<file path="src/rtl/strobe_capture_io.sv">
module strobe_capture_io #(
  parameter int NIN  = 24,
  parameter int NIRQ = 8,
  parameter int VW   = 8,
  parameter int LW   = 3,
  parameter int AW   = 3,
  parameter int DW   = 32
) (
  input  logic          clk,
  input  logic          rst_n,
  input  logic [NIN-1:0] pins_i,
  input  logic          strobe_i,
  input  logic [AW-1:0] bus_addr,
  input  logic [DW-1:0] bus_wdata,
  input  logic          bus_we,
  input  logic          bus_re,
  output logic [DW-1:0] bus_rdata,
  output logic          irq_o,
  output logic [VW-1:0] irq_vector_o
);
  localparam int IW = (NIRQ > 1) ? $clog2(NIRQ) : 1;
  localparam logic [AW-1:0] A_LIVE = 0, A_SNAP = 1, A_STAT = 2, A_CLR = 3,
                            A_MODE = 4, A_EN = 5, A_BASE = 6, A_LVL = 7;

  logic [NIN-1:0]  pin_m, pin_s, pin_d, snap;
  logic [2:0]      stb_sh;
  logic            flag;
  logic [NIRQ-1:0] mode, en, pending, act, hit;
  logic [VW-1:0]   vbase;
  logic [LW-1:0]   level;
  logic [IW-1:0]   idx;

  wire stb_rise = stb_sh[1] & ~stb_sh[2];
  wire clr_wr   = bus_we && bus_addr == A_CLR;
  wire capture  = stb_rise && (!flag || clr_wr);

  always_ff @(posedge clk or negedge rst_n)
    if (!rst_n) begin
      pin_m <= '0; pin_s <= '0; pin_d <= '0; stb_sh <= '0;
    end else begin
      pin_m <= pins_i; pin_s <= pin_m; pin_d <= pin_s;
      stb_sh <= {stb_sh[1:0], strobe_i};
    end

  always_ff @(posedge clk or negedge rst_n)
    if (!rst_n) begin
      flag <= 1'b0; snap <= '0;
    end else begin
      flag <= clr_wr ? stb_rise : (flag | stb_rise);
      if (capture) snap <= pin_s;
    end

  assign hit = (mode & ({NIRQ{capture}} & pin_s[NIRQ-1:0]))
             | (~mode & pin_s[NIRQ-1:0] & ~pin_d[NIRQ-1:0]);

  always_ff @(posedge clk or negedge rst_n)
    if (!rst_n) pending <= '0;
    else        pending <= clr_wr ? hit : (pending | hit);

  always_ff @(posedge clk or negedge rst_n)
    if (!rst_n) begin
      mode <= '0; en <= '0; vbase <= '0; level <= '0;
    end else if (bus_we) begin
      case (bus_addr)
        A_MODE:  mode  <= bus_wdata[NIRQ-1:0];
        A_EN:    en    <= bus_wdata[NIRQ-1:0];
        A_BASE:  vbase <= bus_wdata[VW-1:0];
        A_LVL:   level <= bus_wdata[LW-1:0];
        default: ;
      endcase
    end

  assign act = pending & en;

  always_comb begin
    idx = '0;
    for (int k = NIRQ - 1; k >= 0; k--)
      if (act[k]) idx = IW'(k);
  end

  assign irq_o        = |act;
  assign irq_vector_o = irq_o ? vbase + VW'(idx) : '0;

  always_ff @(posedge clk or negedge rst_n)
    if (!rst_n) bus_rdata <= '0;
    else if (bus_re) begin
      case (bus_addr)
        A_LIVE:  bus_rdata <= DW'(pin_s);
        A_SNAP:  bus_rdata <= DW'(snap);
        A_STAT:  bus_rdata <= DW'({level, 3'b000, flag});
        A_MODE:  bus_rdata <= DW'(mode);
        A_EN:    bus_rdata <= DW'(en);
        A_BASE:  bus_rdata <= DW'(vbase);
        A_LVL:   bus_rdata <= DW'(level);
        default: bus_rdata <= '0;
      endcase
    end
endmodule

</file>
<file path="config.mk">
export PLATFORM = sky130hd
export DESIGN_NAME = strobe_capture_io
export DESIGN_NICKNAME = d
export VERILOG_FILES = /design/src/rtl/strobe_capture_io.sv
export SDC_FILE = /design/constraint.sdc
export NUM_CORES = 1
export LEC_CHECK = 0
export BUFFER_PORTS_ARGS = -buffer_cell sky130_fd_sc_hd__clkbuf_2
export CELL_PAD_IN_SITES_DETAIL_PLACEMENT = 2
export CELL_PAD_IN_SITES_GLOBAL_PLACEMENT = 2
export CORE_UTILIZATION = 33
export DETAILED_ROUTE_END_ITERATION = 10
export PLACE_DENSITY_LB_ADDON = 0.1
export SLEW_MARGIN = 20
export SYNTH_ARGS = -nofsm -noshare
export SYNTH_HDL_FRONTEND = slang
export SYNTH_SLANG_ARGS = --single-unit
</file>
<file path="constraint.sdc">
create_clock -name clk -period 2.28 [get_ports clk]
set_clock_uncertainty 0.15 [all_clocks]
set_input_delay 0.228 -clock clk [delete_from_list [all_inputs] [get_ports clk]]
set_output_delay 0.228 -clock clk [all_outputs]
set_load 0.01 [all_outputs]
</file>
==> flow_summary.ini, run 1 <==
[synth]
syn_area_per_cell_um2 = 12.8
ys_ff_latch = 143
synth_adder_area_share_pct = 1.01
synth_simple_gate_area_share_pct = 9.19
postSynthCellCount = 443
yosys_warnings = 0
synthArstFlopShare_pct = 100
yosys.cell_types.count = 47
synth_top_family_by_area = multiplexers
synth_xor_area_share_pct = 0.617
netlist_area_um2 = 5680
synth-compound-area-share_pct = 7.45
synth.area.mux_share_pct = 14.1
ys_seq_area_share_pct = 63.0
yosys_most_used_dff = dfrtp_1
synth-edff-count = 0

[critical_path]
r2r_setup_slack_ns = 0.50
crit_fanout = 3
cp-start-kind = flip-flop
end_kind = primary output
critPathArrivalTime_ns = 2.53
path_class = flip-flop to primary output
required_ns = 1.90
reg2reg_depth = 6

[clock_network]
cts_tree = done
htreeDepth = 4
clk_pin_slew_worst_paths_ns = 0.06
clock_latency_ns = 0.42
cts.sinks = 143
cts_root_buf = clkbuf_16
numCtsBuffers = 17
clk_path_buf_depth = 2

[timing]
finalMaxSlewViolations = 0
slew_headroom_pct = 65.8
finalSetupViolCount = 7
worst_pin_slew_ns = 0.512
whs_ns = 0.0456
fmax_mhz = 344
rsz0062_at_grt = yes
period_needed_ns = 2.91
setup_slack_ns = -0.627
period_share_pct = 127
hold_viol = 0

[drt]
drtPass1Iterations = 4
drc = 0
ant_nets = 0
routed_via_density = 4.77
route.final.wire_length_mm = 14.7
num_vias = 3932
drt-initial-drc-count = 120
avgRoutedWirePerCell_um = 17.9

[grt]
grt_pass1_vias = 4481
grt_max_degree = 55
grt_pass1_wl_mm = 24.4
grtUsageTotal_pct = 18.2
globalRouteOverflowTotal = 0
grt_antenna_before_repair = 1

[layout]
drive_above_1_share_pct = 33.4
diodes = 0
mostFrequentLayoutCell = dfrtp_1
final_util_pct = 45.2
area_delta_synth_final_pct = 33.0
n_fill_cell = 1703
nets = 659
layout.cells.most_common_list = 143 x dfrtp_1, 82 x nand2_1, 65 x clkbuf_2, 42 x buf_4, 34 x dlygate4sd3_1

[run_status]
violations = negative setup slack
status = finished with violations

[worst_hold_path]
min_path_cells = 3
min-delay-path-class = input pin to flip-flop

[power]
seqPwrFrac_pct = 42.2
p_sw_uw = 2110
sw_frac_of_total_pct = 28.0
p_clk_share_pct = 37.9
power_density_nw_per_um2 = 1000
pwr-share-comb_pct = 19.9
p_leak_uw = 0.00359
ir_drop_mv = 0.487
internal_power_uw = 5440

[die]
fp.dieW_um = 133
core_area_um2 = 16700
rows = 47
ios = 105
die_h_um = 133
die_area_um2 = 17700
initial_core_util_pct = 34.0

[place]
portBuffers = 72
hpwl_mm = 10.2
place_congestion = 0.768

[flow_run]
max_cap_viol_count = 0
## what timing repair did
item                                    in CTS  in global routing
hold buffers                                34                  0
buffers inserted                             5                  0
resized for setup                            4                 14
pin swaps                                    8                  7
endpoints found under the hold margin       99                  0
endpoints found under the setup margin       8                  8
## state kept, by name, indices dropped and copies added, names as in the netlist
register,count
bus_rdata,24
en,8
flag,1
level,3
mode,8
pending,8
pin_d,8
pin_m,24
pin_s,24
snap,24
stb_sh,3
vbase,8
## cell families (layout without fill, tap and decap cells)
family / Yosys count / count (layout)
fa+ha+maj: 4 / 4
mux: 69 / 69
compound gates: 59 / 59
xor+xnor: 4 / 4
buf+inv: 47 / 201
flops: 143 / 143
other cells: 1 / 8
simple gates: 116 / 116
## final timing paths
path | start | to
max | pending[6] | irq_vector_o[7]
min | bus_addr[1] | bus_rdata[2]
max reg2reg | stb_sh[1] | snap[11]
min reg2reg | pin_m[10] | pin_s[10]
max in group asynchronous | rst_n | vbase[0]
min in group asynchronous | rst_n | pin_m[6]
## synth_stat cells, types with 6 or more instances
| cell type | count | share of area (%) |
|---|---|---|
| inv_1 | 18 | 1.2 |
| a22oi_1 | 7 | 0.93 |
| o21ai_0 | 6 | 0.53 |
| mux2i_1 | 33 | 5.8 |
| a21oi_1 | 6 | 0.53 |
| buf_4 | 12 | 1.6 |
| dfrtp_1 | 143 | 63 |
| o22ai_1 | 16 | 1.8 |
| clkbuf_1 | 7 | 0.46 |
| mux2_2 | 30 | 5.9 |
| nor2_1 | 9 | 0.59 |
| a22o_1 | 8 | 1.2 |
| nand2_1 | 82 | 5.4 |
| buf_2 | 6 | 0.53 |
## power by group through the flow
stage | Sequential [µW] | Combinational, µW | Clock [µW]
floorplan | 3140 | 789 | 0
finish | 3190 | 1500 | 2860
detailed placement | 3230 | 1350 | 0
global route | 3230 | 1670 | 3030
global placement | 3200 | 1310 | 0
CTS | 3190 | 1470 | 2930
## area by class of cell
type | instances | area [µm²] | share of cell area (%)
Clock buffer | 17 | 425 | 5.63
Clock inverter | 15 | 185 | 2.45
Inverter | 18 | 67.6 | 0.895
Multi-Input combinational cell | 260 | 1930 | 25.6
Sequential cell | 143 | 3580 | 47.4
Tap cell | 220 | 275 | 3.64
Timing Repair Buffer | 151 | 1090 | 14.4
## per-layer routing
layer / track usage (%) / share of wire, % / up-vias
li1: - / - / 1807
met1: 24.0 / 47 / 2028
met2: 29.8 / 49 / 80
met3: 3.92 / 3.1 / 15
met4: 5.87 / 1.0 / 2
met5: 0 / 0.081 / -
## per-stage QoR
step           power (µW)  TNS, ns  worst slack [ns]  cells  instance area (µm²)
3_3_place_gp         4510   -0.544            -0.192    753                 6500
2_1_floorplan        3930  -0.0290           -0.0290    450                 5720
5_1_grt              7930    -4.89            -0.770    824                 7550
6_report             7550    -3.86            -0.627    824                 7550
3_5_place_dp         4580   -0.829            -0.228    753                 6500
4_1_cts              7580    -4.07            -0.659    824                 7510
## critical path, stage by stage, from the launching register on
cell and delay [ns]:
dfrtp_1 0.40, buf_4 0.15, a22oi_2 0.21, nand2b_4 0.16, a21boi_2 0.07, ha_1 0.29
a21o_1 0.15, a21oi_2 0.08, or3_1 0.36, a21oi_2 0.11, buf_2 0.13
No activity file was read; power rests on OpenSTA's default activity.
==> run 2: changes to the inputs <==
--- a/config.mk
+++ b/config.mk
@@ -10,6 +10,7 @@
 export CELL_PAD_IN_SITES_GLOBAL_PLACEMENT = 2
 export CORE_UTILIZATION = 33
 export DETAILED_ROUTE_END_ITERATION = 10
+export MAX_ROUTING_LAYER = met4
 export PLACE_DENSITY_LB_ADDON = 0.1
 export SLEW_MARGIN = 20
 export SYNTH_ARGS = -nofsm -noshare
==> run 2 against run 1 <==
Net effect:
- via count up 0.33%
- sequential power barely moved
- global-route usage up 0.60 points
- first-iteration DRC count grew 19%
- utilization about the same
- the flow still finishes with violations (negative setup slack)
- largest cell class unchanged
- worst hold slack better by 0.0050 ns
- final area about the same
- count of clock-buffer cells in the layout is the same
- maximum frequency grew 0.12%
- critical path type unchanged
- flip-flop and latch count did not move
- sequential share of layout area about the same
- combinational power about the same
==> flow_summary.ini, run 2 (same netlist as run 1, synthesis figures left out) <==
[drt]
ant_nets = 0
drt-initial-drc-count = 143
avgRoutedWirePerCell_um = 17.8
route.final.wire_length_mm = 14.7
routed_via_density = 4.78
drtPass1Iterations = 4
drc = 0
num_vias = 3945

[worst_hold_path]
min_to = bus_rdata[2]
hold_start = bus_addr[1]
min_path_cells = 3
min-delay-path-class = input pin to flip-flop

[critical_path]
path_class = flip-flop to primary output
cpMaxStageDelayCell = dfrtp_1
crit_fanout = 3
end_kind = primary output
timing.rr.end = snap[11]
crit_top_cell = a21oi_2
critPathTopFamily = compound AO/OA/AOI/OAI gates
reg2reg_depth = 6
cp_num_buf_inv = 2
r2r_setup_slack_ns = 0.50
cp-start-kind = flip-flop
worstPathCellList = buf_4, a22oi_2, nand2b_4, a21boi_2, ha_1, a21o_1, a21oi_2, or3_1, a21oi_2, buf_2
max_stage_delay_ns = 0.40
required_ns = 1.90
critPathArrivalTime_ns = 2.53
reg2reg_from = stb_sh[1]

[run_status]
status = finished with violations
violations = negative setup slack

[layout]
regArea_um2 = 3580
n_fill_cell = 1703
drive_above_1_share_pct = 33.4
multi_input_area_um2 = 1930
layout.cells.most_common_list = 143 x dfrtp_1, 82 x nand2_1, 65 x clkbuf_2, 42 x buf_4, 34 x dlygate4sd3_1
nets = 659
mostFrequentLayoutCell = dfrtp_1
area_delta_synth_final_pct = 33.1
final_util_pct = 45.2

[timing]
rsz0062_at_grt = yes
period_share_pct = 127
whs_ns = 0.0506
hold_viol = 0
fmax_mhz = 344
finalMaxSlewViolations = 0
period_needed_ns = 2.90
setup_slack_ns = -0.623
finalSetupViolCount = 7

[die]
die_h_um = 133
ios = 105
fp.dieW_um = 133
core_area_um2 = 16700
initial_core_util_pct = 34.0
rows = 47
die_area_um2 = 17700

[power]
p_sw_uw = 2110
ir_drop_mv = 0.520
p_clk_share_pct = 37.9
seqPwrFrac_pct = 42.2
pwr-share-comb_pct = 19.9
sw_frac_of_total_pct = 27.9
internal_power_uw = 5440
p_leak_uw = 0.00359
power_uw = 7550
power_density_nw_per_um2 = 999

[clock_network]
cts_root_buf = clkbuf_16
cts.sinks = 143
htreeDepth = 4
clock_latency_ns = 0.42
numCtsBuffers = 17
cts_tree = done
clk_path_buf_depth = 2
clk_pin_slew_worst_paths_ns = 0.06

[place]
place_congestion = 0.779
portBuffers = 72
hpwl_mm = 10.2

[grt]
grtUsageTotal_pct = 18.7
grt_pass1_vias = 4473
grt_antenna_before_repair = 1
grt_pass1_wl_mm = 24.4
grt_max_degree = 55
globalRouteOverflowTotal = 0

[flow_run]
max_cap_viol_count = 0
==> run 2: cell count changes in the layout (fill, tap and decap cells not counted), sizes merged <==
| cell | previous run | this run |
|---|---|---|
| diode | 0 | 1 |
==> run 2: per-stage QoR <==
step                instances  TNS [ns]  instance area (µm²)  worst slack (ns)
floorplan                 450   -0.0290                 5720           -0.0290
global placement          753    -0.544                 6500            -0.192
detailed placement        753    -0.829                 6500            -0.228
CTS                       824     -4.07                 7510            -0.659
global route              825     -4.91                 7550            -0.771
finish                    825     -3.85                 7550            -0.623
==> run 2: repair_timing <==
item                       CTS  global route
buffers inserted             5             0
setup endpoints to repair    8             8
hold endpoints to repair    99             0
pin swaps                    8             7
hold buffers                34             0
resized for setup            4            14
==> run 2: layout make-up <==
type                       instances  area share (%)
antenna                            1          0.0331
timing repair buffer             151            14.4
clock inverter                    15            2.45
inverter                          18           0.894
sequential                       143            47.4
tap                              220            3.64
multi-input combinational        260            25.6
clock buffer                      17            5.63
==> run 2: metal layers <==
metal  track usage [%]  part of all wire (%)
met1              23.9                    47
met5                 -                     0
met3              4.03                   3.2
met2              29.9                    49
met4              5.87                   1.1
==> run 2: worst reg2reg max path: stages, from the launching register on <==
cell and delay, ns:
dfrtp_1 0.37, nand2b_1 0.17, a21o_1 0.38, buf_4 0.25, buf_4 0.23, nand2_1 0.10
nand2_1 0.07
==> run 2: how the worst max path moves through the flow <==
stage,start,endpoint,slack [ns],depth (start not counted)
floorplan,en[7],irq_vector_o[4],-0.03,9
finish,pending[6],irq_vector_o[7],-0.62,10
CTS,en[6],irq_vector_o[4],-0.66,11
detailed placement,pending[6],irq_vector_o[4],-0.23,11
global route,en[6],irq_vector_o[4],-0.77,11
global placement,en[7],irq_vector_o[4],-0.19,10
==> run 2: power groups by stage <==
stage | clock network, µW | logic [µW] | registers, µW
finish | 2860 | 1500 | 3190
global route | 3040 | 1670 | 3230
CTS | 2930 | 1470 | 3190
detailed placement | 0 | 1350 | 3230
global placement | 0 | 1310 | 3200
floorplan | 0 | 789 | 3140
